`config.mk`:
```
export PLATFORM = sky130hd
export DESIGN_NAME = i2c_scl_lowtime_guard
export DESIGN_NICKNAME = d
export VERILOG_FILES = /design/src/rtl/sclg_pkg.sv /design/src/rtl/sclg_sync.sv /design/src/rtl/sclg_counter.sv /design/src/rtl/sclg_flags.sv /design/src/rtl/i2c_scl_lowtime_guard.sv
export SDC_FILE = /design/constraint.sdc
export NUM_CORES = 1
export LEC_CHECK = 0
export CORE_MARGIN = 1
export CORE_UTILIZATION = 55
export CTS_BUF_LIST = sky130_fd_sc_hd__clkbuf_8
export DETAILED_ROUTE_END_ITERATION = 6
export DONT_BUFFER_PORTS = 1
export PLACE_DENSITY = 0.74
export SLEW_MARGIN = 30
export SYNTH_ARGS = -nofsm -noshare
export SYNTH_HDL_FRONTEND = slang
export SYNTH_SLANG_ARGS = --single-unit
export TNS_END_PERCENT = 50
```
`constraint.sdc`:
```
create_clock -name clk -period 1.7 [get_ports clk]
set_input_delay 0.17 -clock clk [delete_from_list [all_inputs] [get_ports clk]]
set_output_delay 0.17 -clock clk [all_outputs]
set_load 0.01 [all_outputs]
```
`src/rtl/sclg_pkg.sv`:
```
package sclg_pkg;
    localparam int LIM_W_DEF     = 8;
    localparam int FRAC_W_DEF    = 4;
    localparam int MIN_LIM_DEF   = 2;
    localparam int SYNC_DEPTH_DEF = 2;
endpackage

```
`src/rtl/sclg_sync.sv`:
```
module sclg_sync #(
    parameter int W      = 2,
    parameter int STAGES = sclg_pkg::SYNC_DEPTH_DEF
) (
    input  logic         clk,
    input  logic         rst_n,
    input  logic [W-1:0] din,
    output logic [W-1:0] dout
);
    typedef struct packed {
        logic [STAGES-1:0][W-1:0] chain;
    } sync_st_t;

    sync_st_t st_d, st_q;

    always_comb begin
        st_d = st_q;
        st_d.chain[0] = din;
        for (int s = 1; s < STAGES; s++) begin
            st_d.chain[s] = st_q.chain[s-1];
        end
    end

    always_ff @(posedge clk or negedge rst_n) begin
        if (!rst_n) begin
            st_q <= '1;    // idle bus lines read high
        end else begin
            st_q <= st_d;
        end
    end

    assign dout = st_q.chain[STAGES-1];
endmodule

```
`src/rtl/sclg_counter.sv`:
```
module sclg_counter #(
    parameter int LIM_W   = sclg_pkg::LIM_W_DEF,
    parameter int FRAC_W  = sclg_pkg::FRAC_W_DEF,
    parameter int MIN_LIM = sclg_pkg::MIN_LIM_DEF,
    localparam int CNT_W  = LIM_W + FRAC_W
) (
    input  logic             clk,
    input  logic             rst_n,
    input  logic             mst_rst,
    input  logic             start_det,
    input  logic             stop_sent,
    input  logic             scl_high,
    input  logic             bit_tick,
    input  logic [LIM_W-1:0] limit,
    output logic             fire,
    output logic [CNT_W-1:0] cnt
);
    localparam logic [LIM_W-1:0] MIN_V = LIM_W'(MIN_LIM);
    localparam logic [CNT_W-1:0] ONE_C = CNT_W'(1);

    typedef struct packed {
        logic             armed;
        logic             done;
        logic [CNT_W-1:0] cnt;
    } cnt_st_t;

    cnt_st_t st_d, st_q;
    logic [LIM_W-1:0] lim_eff;
    logic [CNT_W-1:0] load_v;

    always_comb begin
        lim_eff = (limit < MIN_V) ? MIN_V : limit;
        load_v  = {lim_eff, {FRAC_W{1'b0}}};
    end

    always_comb begin
        st_d = st_q;
        fire = 1'b0;
        if (mst_rst || stop_sent) begin
            st_d.armed = 1'b0;
            st_d.done  = 1'b0;
        end else if (start_det) begin
            st_d.armed = 1'b1;
            st_d.done  = 1'b0;
            st_d.cnt   = load_v;
        end else if (st_q.armed && !st_q.done) begin
            if (scl_high) begin
                st_d.cnt = load_v;
            end else if (bit_tick) begin
                st_d.cnt = st_q.cnt - ONE_C;
                if (st_q.cnt == ONE_C) begin
                    st_d.done = 1'b1;
                    fire      = 1'b1;
                end
            end
        end
    end

    always_ff @(posedge clk or negedge rst_n) begin
        if (!rst_n) begin
            st_q <= '0;
        end else begin
            st_q <= st_d;
        end
    end

    assign cnt = st_q.cnt;
endmodule

```
`src/rtl/sclg_flags.sv`:
```
module sclg_flags (
    input  logic clk,
    input  logic rst_n,
    input  logic mst_rst,
    input  logic stop_sent,
    input  logic irq_clr,
    input  logic fire,
    input  logic scl_high,
    input  logic sda_high,
    output logic irq_raw,
    output logic clkto_stat,
    output logic abort_req
);
    typedef struct packed {
        logic irq;
        logic stat;
        logic pend;
    } flag_st_t;

    flag_st_t st_d, st_q;

    always_comb begin
        st_d = st_q;
        if (mst_rst) begin
            st_d = '0;
        end else begin
            if (irq_clr) st_d.irq = 1'b0;
            if (stop_sent) begin
                st_d.stat = 1'b0;
                st_d.pend = 1'b0;
            end
            if (fire) begin
                st_d.irq  = 1'b1;
                st_d.stat = 1'b1;
                st_d.pend = 1'b1;
            end
        end
    end

    always_ff @(posedge clk or negedge rst_n) begin
        if (!rst_n) begin
            st_q <= '0;
        end else begin
            st_q <= st_d;
        end
    end

    assign irq_raw    = st_q.irq;
    assign clkto_stat = st_q.stat;
    assign abort_req  = st_q.pend & scl_high & sda_high;
endmodule

```
`src/rtl/i2c_scl_lowtime_guard.sv`:
```
module i2c_scl_lowtime_guard #(
    parameter int LIM_W      = sclg_pkg::LIM_W_DEF,
    parameter int FRAC_W     = sclg_pkg::FRAC_W_DEF,
    parameter int MIN_LIM    = sclg_pkg::MIN_LIM_DEF,
    parameter int SYNC_DEPTH = sclg_pkg::SYNC_DEPTH_DEF
) (
    input  logic             clk,
    input  logic             rst_n,
    input  logic             mst_rst,
    input  logic [LIM_W-1:0] limit,
    input  logic             scl_raw,
    input  logic             sda_raw,
    input  logic             start_det,
    input  logic             stop_sent,
    input  logic             bit_tick,
    input  logic             irq_clr,
    output logic             irq_raw,
    output logic             clkto_stat,
    output logic             abort_req,
    output logic             mon_scl,
    output logic             mon_sda
);
    localparam int CNT_W = LIM_W + FRAC_W;

    logic [1:0]       lines_s;
    logic             fire_w;
    logic [CNT_W-1:0] cnt_w;

    sclg_sync #(.W(2), .STAGES(SYNC_DEPTH)) u_sync (
        .clk  (clk),
        .rst_n(rst_n),
        .din  ({sda_raw, scl_raw}),
        .dout (lines_s)
    );

    sclg_counter #(.LIM_W(LIM_W), .FRAC_W(FRAC_W), .MIN_LIM(MIN_LIM)) u_cnt (
        .clk      (clk),
        .rst_n    (rst_n),
        .mst_rst  (mst_rst),
        .start_det(start_det),
        .stop_sent(stop_sent),
        .scl_high (lines_s[0]),
        .bit_tick (bit_tick),
        .limit    (limit),
        .fire     (fire_w),
        .cnt      (cnt_w)
    );

    sclg_flags u_flags (
        .clk       (clk),
        .rst_n     (rst_n),
        .mst_rst   (mst_rst),
        .stop_sent (stop_sent),
        .irq_clr   (irq_clr),
        .fire      (fire_w),
        .scl_high  (lines_s[0]),
        .sda_high  (lines_s[1]),
        .irq_raw   (irq_raw),
        .clkto_stat(clkto_stat),
        .abort_req (abort_req)
    );

    assign mon_scl = lines_s[0];
    assign mon_sda = lines_s[1];
endmodule

```
* Word-level counts from Yosys, hierarchy flattened
Cells that the tools add are included.
Word-level totals: register bits 21, bits of input ports 17, output and inout bits 5, word-level logic and storage cells 47
Operators by class: $add $sub $neg 1, magnitude comparators 1, equality and inequality tests 2, muxes and demuxes 19, bitwise operators 3, reductions and logical operators 13
Operators with widths (count):
- $mux W13 | 3
- $reduce_bool A3 Y1 | 6
- $eq A12 B1 Y1 const B | 1
- $mux W12 | 1
- $sub A12 B1 Y12 const B | 1
- $mux W1 | 10
- $lt A8 B2 Y1 const B | 1
- $mux W8 | 1
- $mux W3 | 2
- $mux W2 | 2
- $reduce_and A4 Y1 | 1
- $reduce_bool A2 Y1 | 2
- $ne A3 B2 Y1 const B | 1
- $reduce_and A3 Y1 | 1
- $and A1 B1 Y1 | 2
- $logic_and A1 B1 Y1 | 1
- $logic_not A1 Y1 | 1
- $logic_or A1 B1 Y1 | 1
- $not A1 Y1 | 1

* Depth between registers and ports, before layout
Gate-level depths: netlist of run 1.
word-level depth 9, depth in mapped cells 7

* Modules after synthesis
From an unflattened synthesis of run 1, not the netlist that was laid out.
Unflattened totals: cell total of the unflattened synthesis 129, area, all modules 1196.1 µm²
By module, submodules not included:
- sclg_counter | times used 1, cells an instance 117, area each 1008.5 µm², seq. area each 350.3 µm²
- sclg_sync | times used 1, cells an instance 4, area each 105.1 µm², seq. area each 105.1 µm²
- sclg_flags | times used 1, cells an instance 8, area each 82.6 µm², seq. area each 50.0 µm²

* Worst setup path after synthesis of run 1
No wires, ideal clock.
path type reg2reg, start point register u_cnt.st_q (netlist bit u_cnt.cnt[5]), end point register u_flags.st_q[0] in the netlist's numbering, data arrival time 1754 ps, required time 1634 ps, slack -121 ps, cell stages (with the launch flop) 6, path buffers 1, period minus slack after synthesis 1821 ps, path through dfrtp_1 or3_1 buf_2 or3_4 or4_4 nand2_1
On the way: word-level cells in the longest chain between the ends 9
RTL lines:
- start, declared | line sclg_counter.sv:27 | cnt_st_t st_d, st_q;
- start signal, assigned | line sclg_counter.sv:63 | st_q <= st_d;
- $eq A12 B1 Y1 * | line sclg_counter.sv:51 | if (st_q.cnt == ONE_C) begin
- $mux W1 * | line sclg_counter.sv:51
- $mux W1 * | line sclg_counter.sv:49 | end else if (bit_tick) begin
- $mux W1 * | line sclg_counter.sv:47 | if (scl_high) begin
- $mux W1 * | line sclg_counter.sv:46 | end else if (st_q.armed && !st_q.done) begin
- $mux W1 * | line sclg_counter.sv:42 | end else if (start_det) begin
- $mux W1 * | line sclg_counter.sv:39 | if (mst_rst || stop_sent) begin
- $mux W3 | line sclg_flags.sv:32 | if (fire) begin
- $mux W3 | line sclg_flags.sv:24 | if (mst_rst) begin
- end signal, assigned | line sclg_flags.sv:44 | st_q <= st_d;
- end, declared | line sclg_flags.sv:20 | flag_st_t st_d, st_q;
Mark *: on every way between the ends. The rest lies on a longest branch, timed or not. A chain may end at the register's enable or synchronous reset.

* Worst setup path after layout of run 1
start point register u_cnt.st_q (netlist bit u_cnt.cnt[7]), end point register u_cnt.st_q (netlist bit u_cnt.cnt[11])
On the way: word-level cells in the longest chain between the ends 5
RTL lines:
- $sub A12 B1 Y12 | line sclg_counter.sv:50 | st_d.cnt = st_q.cnt - ONE_C;
- $mux W13 | line sclg_counter.sv:49
- $mux W12 | line sclg_counter.sv:47
- $mux W13 | line sclg_counter.sv:46
- $mux W13 | line sclg_counter.sv:42
No other way between the ends. The select of a mux whose other input is x is not followed.

==> summary.txt, run 1 <==
Flow run
  – # Max-Cap Violations: 0

Place
  – # port buffers: 0
  – Setup Slack @ Placement: -37.4 ps
  – Final GP Congestion: 0.817
  – DP Cell Count: approximately 150
  – Post-DP HPWL: between 1500 and 2000 um

Clock tree
  – CTS tree: built
  – Clock root buffer: clkbuf_8
  – Reg clk slew, reported paths: 70 ps
  – Num Clock Sinks: 20
  – Clock network latency to the later pin of the worst-skew pair: between 200 and 300 ps
  – Htree depth: 1
  – Worst-case clock buffer depth: 2
  – Total CTS buffers: 3

Die
  – Initial Utilization: 61.4%
  – Die H: 47.1 um
  – Die Width: approximately 47 um
  – CORE AREA: between 1500 and 2000 um^2
  – Io pins: 22
  – Die area: around 2200 um^2
  – Site Rows: 15

Routing
  – Drc violations: 0
  – Number of DRC markers in iteration 0: 53
  – Vias per cell: between 6 and 7
  – Vias: between 1000 and 1500
  – DRT Pass-1 Iters: 6
  – Antenna-violating nets left: 0
  – Routed WL: around 2700 um
  – WL per Instance: 16.5 um

Synthesis
  – Number of synthesized flops with an enable pin: 0
  – Yosys top cell area share: between 30% and 40%
  – Synth Flop Type: dfrtp_1
  – FF+latch count, synth: 20
  – Sequential share of the synthesized area: approximately 45%
  – Commonest cells post-synth: 16 x dfrtp_1, 14 x nor2_1, 11 x o21ai_0, 10 x nand2_1, 8 x clkbuf_1
  – Leading cell types by total area after synthesis: dfrtp_1 36%, dfstp_2 9.4%, o21ai_0 4.9%, nor2_1 4.7%, nand2_1 3.4%
  – Synth Warn #: 0
  – Yosys cell types: 39
  – Synth Cell Area: 1120 um^2
  – Ys async rst share: 100%
  – Top-count cell post-synth: dfrtp_1
  – Mapped Nets: 141
  – Post-Synthesis Cells: around 120
  – Mean post-synth cell area: 9.17 um^2
  – Leading area contributor after synthesis: dfrtp_1

Timing
  – Setup-failing EPs final: 7
  – Least-Margin Pin Slew: around 450 ps
  – Worst hold margin: about 46 ps
  – RSZ-0062 raised after global routing: yes
  – F_max: between 500 and 600 MHz
  – Fin crit share: 109%
  – Fin. max-slew vios: 0
  – Worst slew margin: 70.2%
  – Clk_skew: 2.30 ps
  – Final setup margin: -151 ps
  – Fin crit period: approximately 1900 ps
  – Final Hold Viols: 0

Hold path
  – Hold EP: u_cnt.st_q[13]
  – Worst hold path type: in -> reg
  – Hold path cells: 2
  – Hold Crit Start: start_det

Cells and area
  – Layout area overhead: 24.3%
  – Fin nets: between 150 and 200
  – Fraction of layout cells with a size suffix above 1: between 30% and 40%
  – Final core utilization: between 70 and 80%
  – Final Non-Filler Cells: approximately 170
  – Antenna Cells: 0

Setup path
  – CP Data Arrival Time: approximately 2000 ps
  – CP startpoint kind: flip-flop
  – CP Cell Sequence: or3_4 > or3_4 > o41a_1 > o211ai_1
  – Crit path launch: u_cnt.cnt[7]
  – CP max stage delay: around 390 ps
  – Crit. End Element: flip-flop
  – Reg2Reg Launch Point: u_cnt.cnt[7]
  – CP max-delay cell: or3_4
  – Setup slack, reg-to-reg: -150 ps
  – RR Endpoint: u_cnt.cnt[11]
  – Worst Path Required: about 1900 ps
  – CP max FO: 3
  – Most frequent CP cell: or3_4
  – Crit Path Class: reg -> reg
  – Reg2Reg Depth: 4
  – Largest delay contributor family on the critical path: simple AND/OR/NAND/NOR gates
  – Worst path bufs/invs: 0

Pwr
  – Power density cells: 1030 nW/um^2
  – Power, Total: between 0.001 and 0.0015 W
  – P_leak: slightly below 0.6 nW
  – Peak supply drop: around 0.85 mV

Global routing
  – Initial antenna violation count: 0
  – Largest net degree at the start of global routing: 21
  – All-Layer GR Usage: 27.7%
  – Gr ovfl total: 0
  – Number of global-route vias before repair: between 900 and 1000
  – First-pass GRT wire length: between 4000 and 5000 um

Outcome
  – Failing checks: setup timing
  – Outcome: finished, violations left
==> power breakdown <==
part           total [W]  switching (W)  leakage (nW)  internal [W]
sequential      0.000594      0.0000464         0.245      0.000547
clock           0.000363       0.000157        0.0288      0.000206
combinational   0.000481       0.000238         0.303      0.000243
==> cell type report <==
type | instances | area, um^2
Tap cell | 25 | 31.3
Timing Repair Buffer | 24 | 185
Multi-Input combinational cell | 91 | 606
Clock buffer | 4 | 55.1
Fill cell | 142 | 430
Sequential cell | 20 | 505
Inverter | 2 | 7.51
==> per-stage QoR <==
step	cell area (um^2)	setup TNS, ps
6_report	1390	-432
2_1_floorplan	1140	-277
5_1_grt	1390	-839
3_5_place_dp	1240	-64.2
3_3_place_gp	1240	-20.0
4_1_cts	1340	-120
==> placed cells by master, fill, tap and decap left out, types with 2 or more instances in the layout <==
cell type	netlist	final
a21oi_1	2	2
o21ai_0	11	11
clkbuf_8	0	4
o2bb2ai_1	4	4
nand4_1	3	3
nand3_1	5	5
buf_4	0	20
dfstp_2	4	4
inv_2	0	2
dlygate4sd3_1	0	3
or2_2	4	4
o211ai_1	4	4
nor4_1	3	3
or3_4	1	3
nand2_1	10	8
or4_1	2	2
nand2_2	0	2
dfrtp_1	16	16
nor2_1	14	14
o31ai_1	5	4
==> how the worst max path moves through the flow <==
stage / to / depth (start not counted)
floorplan: u_cnt.cnt[11] / 5
global placement: u_cnt.cnt[11] / 4
detailed placement: u_cnt.cnt[11] / 4
CTS: u_cnt.cnt[11] / 4
global route: u_cnt.cnt[11] / 4
finish: u_cnt.cnt[11] / 4
==> cells by family after synthesis <==
family	share of synthesized area (%)
AO/OA/AOI/OAI	23.8
flip-flops	45.2
AND/OR/NAND/NOR	24.9
buffers and inverters	3.80
adder cells (fa/ha/maj)	2.24
==> flip-flops by register name, summed over array words and instances, names as in the netlist <==
signal,cells
u_cnt.cnt,12
u_cnt.st_q,2
u_sync.dout,2
u_sync.st_d,2
u_flags.irq_raw,1
u_flags.st_q,1
==> layer usage <==
metal  global-route usage, %  vias to the layer above  part of all wire [%]
li1                        -                      494                     -
met1                    36.5                      508                    43
met2                    47.2                       49                    49
met3                    3.46                        4                   6.8
met4                    8.57                        0                   1.1
met5                       0                        -                     0
==> repair_timing <==
item                                   in CTS  in global routing
resized for setup                           1                  7
pin swaps                                   0                  7
buffers inserted                            1                  3
setup endpoints to repair                   5                 10
hold buffers                                3                  1
endpoints found under the hold margin      22                 16
(Power assumes the default switching activity.)
==> run 2, diff against run 1 <==
- MAX_ROUTING_LAYER: not set -> met4
==> summary.txt, run 2 (same netlist as run 1, synthesis figures left out) <==
Hold path
  – Worst hold path type: in -> reg

Die
  – Die Width: roughly 47 um
  – Die H: roughly 47 um
  – CORE AREA: 1820 um^2
  – Die area: 2220 um^2
  – Initial Utilization: about 61%
  – Io pins: 22
  – Site Rows: 15

Pwr
  – Net Sw Frac: a little under a third
  – Logic pwr share: between 30% and 40%
  – Power, Total: approximately 0.0014 W
  – Seq pwr share: approximately two fifths
  – Peak supply drop: 0.849 mV
  – Clock power share: about a quarter
  – P_int: 0.000989 W
  – P_leak: 0.572 nW
  – Power density cells: roughly 1000 nW/um^2
  – Psw: ~0.00043 W

Setup path
  – CP startpoint kind: flip-flop
  – Most frequent CP cell: or3_4
  – Crit. End Element: flip-flop
  – CP max stage delay: between 300 and 400 ps
  – CP Data Arrival Time: ~2000 ps
  – Crit Path Class: reg -> reg
  – Worst Path Required: ~1900 ps
  – CP max-delay cell: or3_4
  – CP Cell Sequence: or3_4 > or3_4 > o41a_1 > o211ai_1
  – CP max FO: 3

Clock tree
  – CTS tree: built
  – Worst-case clock buffer depth: 2
  – Clock network latency to the later pin of the worst-skew pair: 260 ps
  – Total CTS buffers: 3
  – Num Clock Sinks: 20
  – Reg clk slew, reported paths: approximately 70 ps
  – Htree depth: 1
  – Clock root buffer: clkbuf_8

Routing
  – Routed WL: approximately 2700 um
  – Number of DRC markers in iteration 0: 42
  – Antenna-violating nets left: 0
  – Drc violations: 0
  – Vias per cell: between 6 and 7
  – DRT Pass-1 Iters: 6
  – WL per Instance: ~16 um
  – Vias: 1056

Timing
  – Final TNS setup: -425 ps
  – Least-Margin Pin Slew: about 450 ps
  – RSZ-0062 raised after global routing: yes
  – Fin. max-slew vios: 0
  – Final setup margin: -150 ps
  – Fin crit period: 1850 ps
  – Clk_skew: 1.98 ps
  – Setup-failing EPs final: 7
  – F_max: between 500 and 600 MHz
  – Final Hold Viols: 0
  – Worst slew margin: between 60% and 70%
  – Fin crit share: 109%
  – Worst hold margin: about 55 ps

Cells and area
  – Fin nets: 160
  – Fill count: 142
  – Multi-input gate area: ~600 um^2
  – Most frequent cells in the layout: 19 x buf_4, 16 x dfrtp_1, 14 x nor2_1
  – Antenna Cells: 0
  – Final Non-Filler Cells: between 150 and 200
  – Commonest non-fill, non-tap cell in the layout: buf_4
  – Fraction of layout cells with a size suffix above 1: 32.1%
  – Layout area overhead: 23.6%
  – Max FFs per register: 12
  – FF/Latch Area: ~510 um^2

Place
  – DP Cell Count: 154
  – Final GP Congestion: approximately 0.83
  – # port buffers: 0
  – Post-DP HPWL: around 1800 um
  – Setup Slack @ Placement: -37.4 ps

Outcome
  – Outcome: finished, violations left
  – Failing checks: setup timing

Global routing
  – Largest net degree at the start of global routing: 21
  – Number of global-route vias before repair: about 940
  – Initial antenna violation count: 0
  – All-Layer GR Usage: between 20% and 30%
  – First-pass GRT wire length: 4220 um
  – Gr ovfl total: 0

Flow run
  – # Max-Cap Violations: 0
## run 2: per-layer routing
layer / part of all wire, % / global-route usage [%] / vias to the layer above
li1: - / - / 493
met1: 44 / 36.8 / 516
met2: 49 / 46.9 / 43
met3: 5.9 / 3.46 / 4
met4: 0.92 / 8.57 / 0
met5: 0 / - / -
## run 2: worst paths after layout
kind / slack [ps] / start / cells after the start / end
min reg2reg: 360 / u_sync.st_d[3] / 0 / u_sync.dout[1]
min in group asynchronous: 380 / rst_n / 2 / u_flags.irq_raw
max reg2reg: -150 / u_cnt.cnt[7] / 4 / u_cnt.cnt[11]
min: 60 / start_det / 2 / u_cnt.st_q[13]
max in group asynchronous: 980 / rst_n / 2 / u_sync.dout[1]
max: -150 / u_cnt.cnt[7] / 4 / u_cnt.cnt[11]
## run 2: worst max-delay path, delay by kind of cell, from the launching register on
family | cells | cell delay [ps]
DFF | 1 | 380
and+or+nand+nor | 2 | 770
AOI/OAI and AO/OA | 2 | 610
## run 2: area by class of cell
type | instances | area share (%)
Multi-Input combinational cell | 91 | 43.8
Sequential cell | 20 | 36.6
Timing Repair Buffer | 23 | 12.9
Clock buffer | 4 | 3.98
Tap cell | 25 | 2.26
Inverter | 2 | 0.543
## run 2: power by group through the flow
stage / combinational [W] / sequential [W] / clock (W)
finish: 0.000474 / 0.000593 / 0.000355
global route: 0.000515 / 0.000600 / 0.000381
CTS: 0.000420 / 0.000590 / 0.000367
detailed placement: 0.000386 / 0.000600 / 0
global placement: 0.000379 / 0.000597 / 0
floorplan: 0.000269 / 0.000605 / 0
## run 2: repair_timing
| item | in CTS | in global routing |
|---|---|---|
| setup buffers | 1 | 2 |
| resized for setup | 1 | 6 |
| pin swaps | 0 | 5 |
| endpoints found under the setup margin | 5 | 10 |
| hold buffers | 3 | 1 |
| endpoints found under the hold margin | 22 | 16 |
## run 2: metrics by stage
| stage | instance area, um^2 | utilization (%) |
|---|---|---|
| floorplan | 1140 | - |
| global placement | 1240 | 68.1 |
| detailed placement | 1240 | 68.1 |
| CTS | 1340 | 73.5 |
| global route | 1380 | 75.9 |
| finish | 1380 | 75.9 |
==> run 3, diff against run 2 <==
- PLACE_DENSITY: 0.74 -> 0.73
- SLEW_MARGIN: 30 -> not set
==> summary.txt, run 3 (same netlist as run 1, synthesis figures left out) <==
Outcome
  – Outcome: finished, violations left
  – Failing checks: setup timing

Hold path
  – Hold EP: u_cnt.st_q[13]
  – Hold path cells: 2
  – Worst hold path type: in -> reg
  – Hold Crit Start: start_det

Pwr
  – P_leak: about 0.58 nW
  – Peak supply drop: between 0.8 and 0.9 mV
  – Power density cells: around 1100 nW/um^2

Clock tree
  – CTS tree: built
  – Num Clock Sinks: 20
  – Clock network latency to the later pin of the worst-skew pair: 260 ps
  – Clock root buffer: clkbuf_8
  – Reg clk slew, reported paths: ~80 ps
  – Htree depth: 1
  – Worst-case clock buffer depth: 2
  – Total CTS buffers: 3

Die
  – Initial Utilization: about 60%
  – Site Rows: 15
  – Die Width: roughly 47 um
  – Die area: ~2200 um^2
  – Io pins: 22
  – Die H: roughly 47 um
  – CORE AREA: 1820 um^2

Timing
  – Fin crit period: approximately 1800 ps
  – Final Hold Viols: 0
  – Final setup margin: -61.1 ps
  – Clk_skew: roughly 3.7 ps
  – Worst slew margin: a little over 40%
  – Worst hold margin: between 40 and 50 ps
  – RSZ-0062 raised after global routing: yes
  – Least-Margin Pin Slew: 886 ps
  – Fin. max-slew vios: 0
  – Fin crit share: 104%
  – F_max: 568 MHz
  – Setup-failing EPs final: 4

Cells and area
  – Final core utilization: approximately 78%
  – Max FFs per register: 12
  – Final Non-Filler Cells: 163
  – Antenna Cells: 0
  – Fin nets: 158
  – Layout area overhead: 26.2%
  – Fraction of layout cells with a size suffix above 1: about a third
  – Most frequent cells in the layout: 18 x buf_4, 16 x dfrtp_1, 14 x nor2_1
  – Final instance area: about 1400 um^2
  – Commonest non-fill, non-tap cell in the layout: buf_4

Setup path
  – CP startpoint kind: flip-flop
  – Crit Path Class: reg -> reg
  – Reg2Reg Launch Point: u_cnt.cnt[4]
  – CP max FO: 3
  – CP Data Arrival Time: slightly below 2000 ps
  – Worst Path Required: 1900 ps
  – Setup slack, reg-to-reg: -60 ps
  – Crit. End Element: flip-flop
  – RR Endpoint: u_flags.irq_raw
  – Reg2Reg Depth: 4

Place
  – # port buffers: 0
  – Post-DP HPWL: 1960 um
  – DP Cell Count: ~150
  – Setup Slack @ Placement: -63.6 ps
  – Final GP Congestion: between 0.8 and 0.9
  – Post-DP Area: 1230 um^2

Routing
  – Vias per cell: about 6.5
  – Antenna-violating nets left: 0
  – DRT Pass-1 Iters: 4
  – WL per Instance: about 17 um
  – Routed WL: between 2000 and 3000 um
  – Number of DRC markers in iteration 0: 39
  – Vias: between 1000 and 1500
  – Drc violations: 0

Global routing
  – First-pass GRT wire length: between 4000 and 5000 um
  – Gr ovfl total: 0
  – Number of global-route vias before repair: 988
  – Initial antenna violation count: 0
  – Largest net degree at the start of global routing: 21
  – All-Layer GR Usage: ~30%

Flow run
  – # Max-Cap Violations: 0
## run 3: cell types whose count changed in the layout (fill, tap and decap cells not counted), sizes merged
cell and delta:
clkbuf -1, buf -2, bufinv +1
## run 3: cell type report
class,instances,area [um^2]
multi-input cells,91,631
inverters,2,7.51
fillers,130,409
clock buffers,3,41.3
clock inverters,1,30.0
repair buffers,21,165
well taps,25,31.3
flip-flops and latches,20,505
## run 3: what timing repair did
| action | 4_1_cts | 5_1_grt |
|---|---|---|
| hold endpoints to repair | 22 | 0 |
| pin swaps | 1 | 6 |
| setup endpoints to repair | 6 | 9 |
| resized for setup | 3 | 9 |
| setup buffers | 1 | 2 |
| hold buffers | 3 | 0 |
## run 3: layer usage
metal,wire (um),part of all wire (%),vias up,GRT usage [%]
li1,-,-,488,-
met1,1150,41,520,36.7
met2,1370,50,55,47.5
met3,219,7.9,4,6.54
met4,29,1.0,0,13.7
met5,0,0,-,-
## run 3: report_power, final
part	leakage (nW)	total (W)	internal, W	switching, W
Sequential	0.245	0.000601	0.000547	0.0000536
Clock	0.0357	0.000475	0.000314	0.000161
Combinational	0.295	0.000481	0.000243	0.000239
## run 3: worst max path at each step
stage | slack, ps | cells past startpoint | to | start
final | -60 | 4 | u_flags.irq_raw | u_cnt.cnt[4]
after floorplan | -90 | 5 | u_cnt.cnt[11] | u_cnt.cnt[6]
after global routing | -90 | 4 | u_cnt.cnt[11] | u_cnt.cnt[4]
after CTS | -60 | 4 | u_cnt.cnt[11] | u_cnt.cnt[7]
after detailed placement | -60 | 4 | u_cnt.cnt[11] | u_cnt.cnt[9]
after global placement | -20 | 4 | u_cnt.cnt[11] | u_cnt.cnt[9]
## run 3: per-stage QoR
stage	TNS [ps]	power (W)
2_1_floorplan	-277	0.000873
3_3_place_gp	-21.7	0.000975
3_5_place_dp	-186	0.000986
4_1_cts	-162	0.00151
5_1_grt	-473	0.00164
6_report	-203	0.00156
## run 3: critical path, cell delays in order (launching register included)
cell	delay, ps
dfrtp_1	390
or3_4	400
or3_4	380
or4_4	450
nand2_1	80
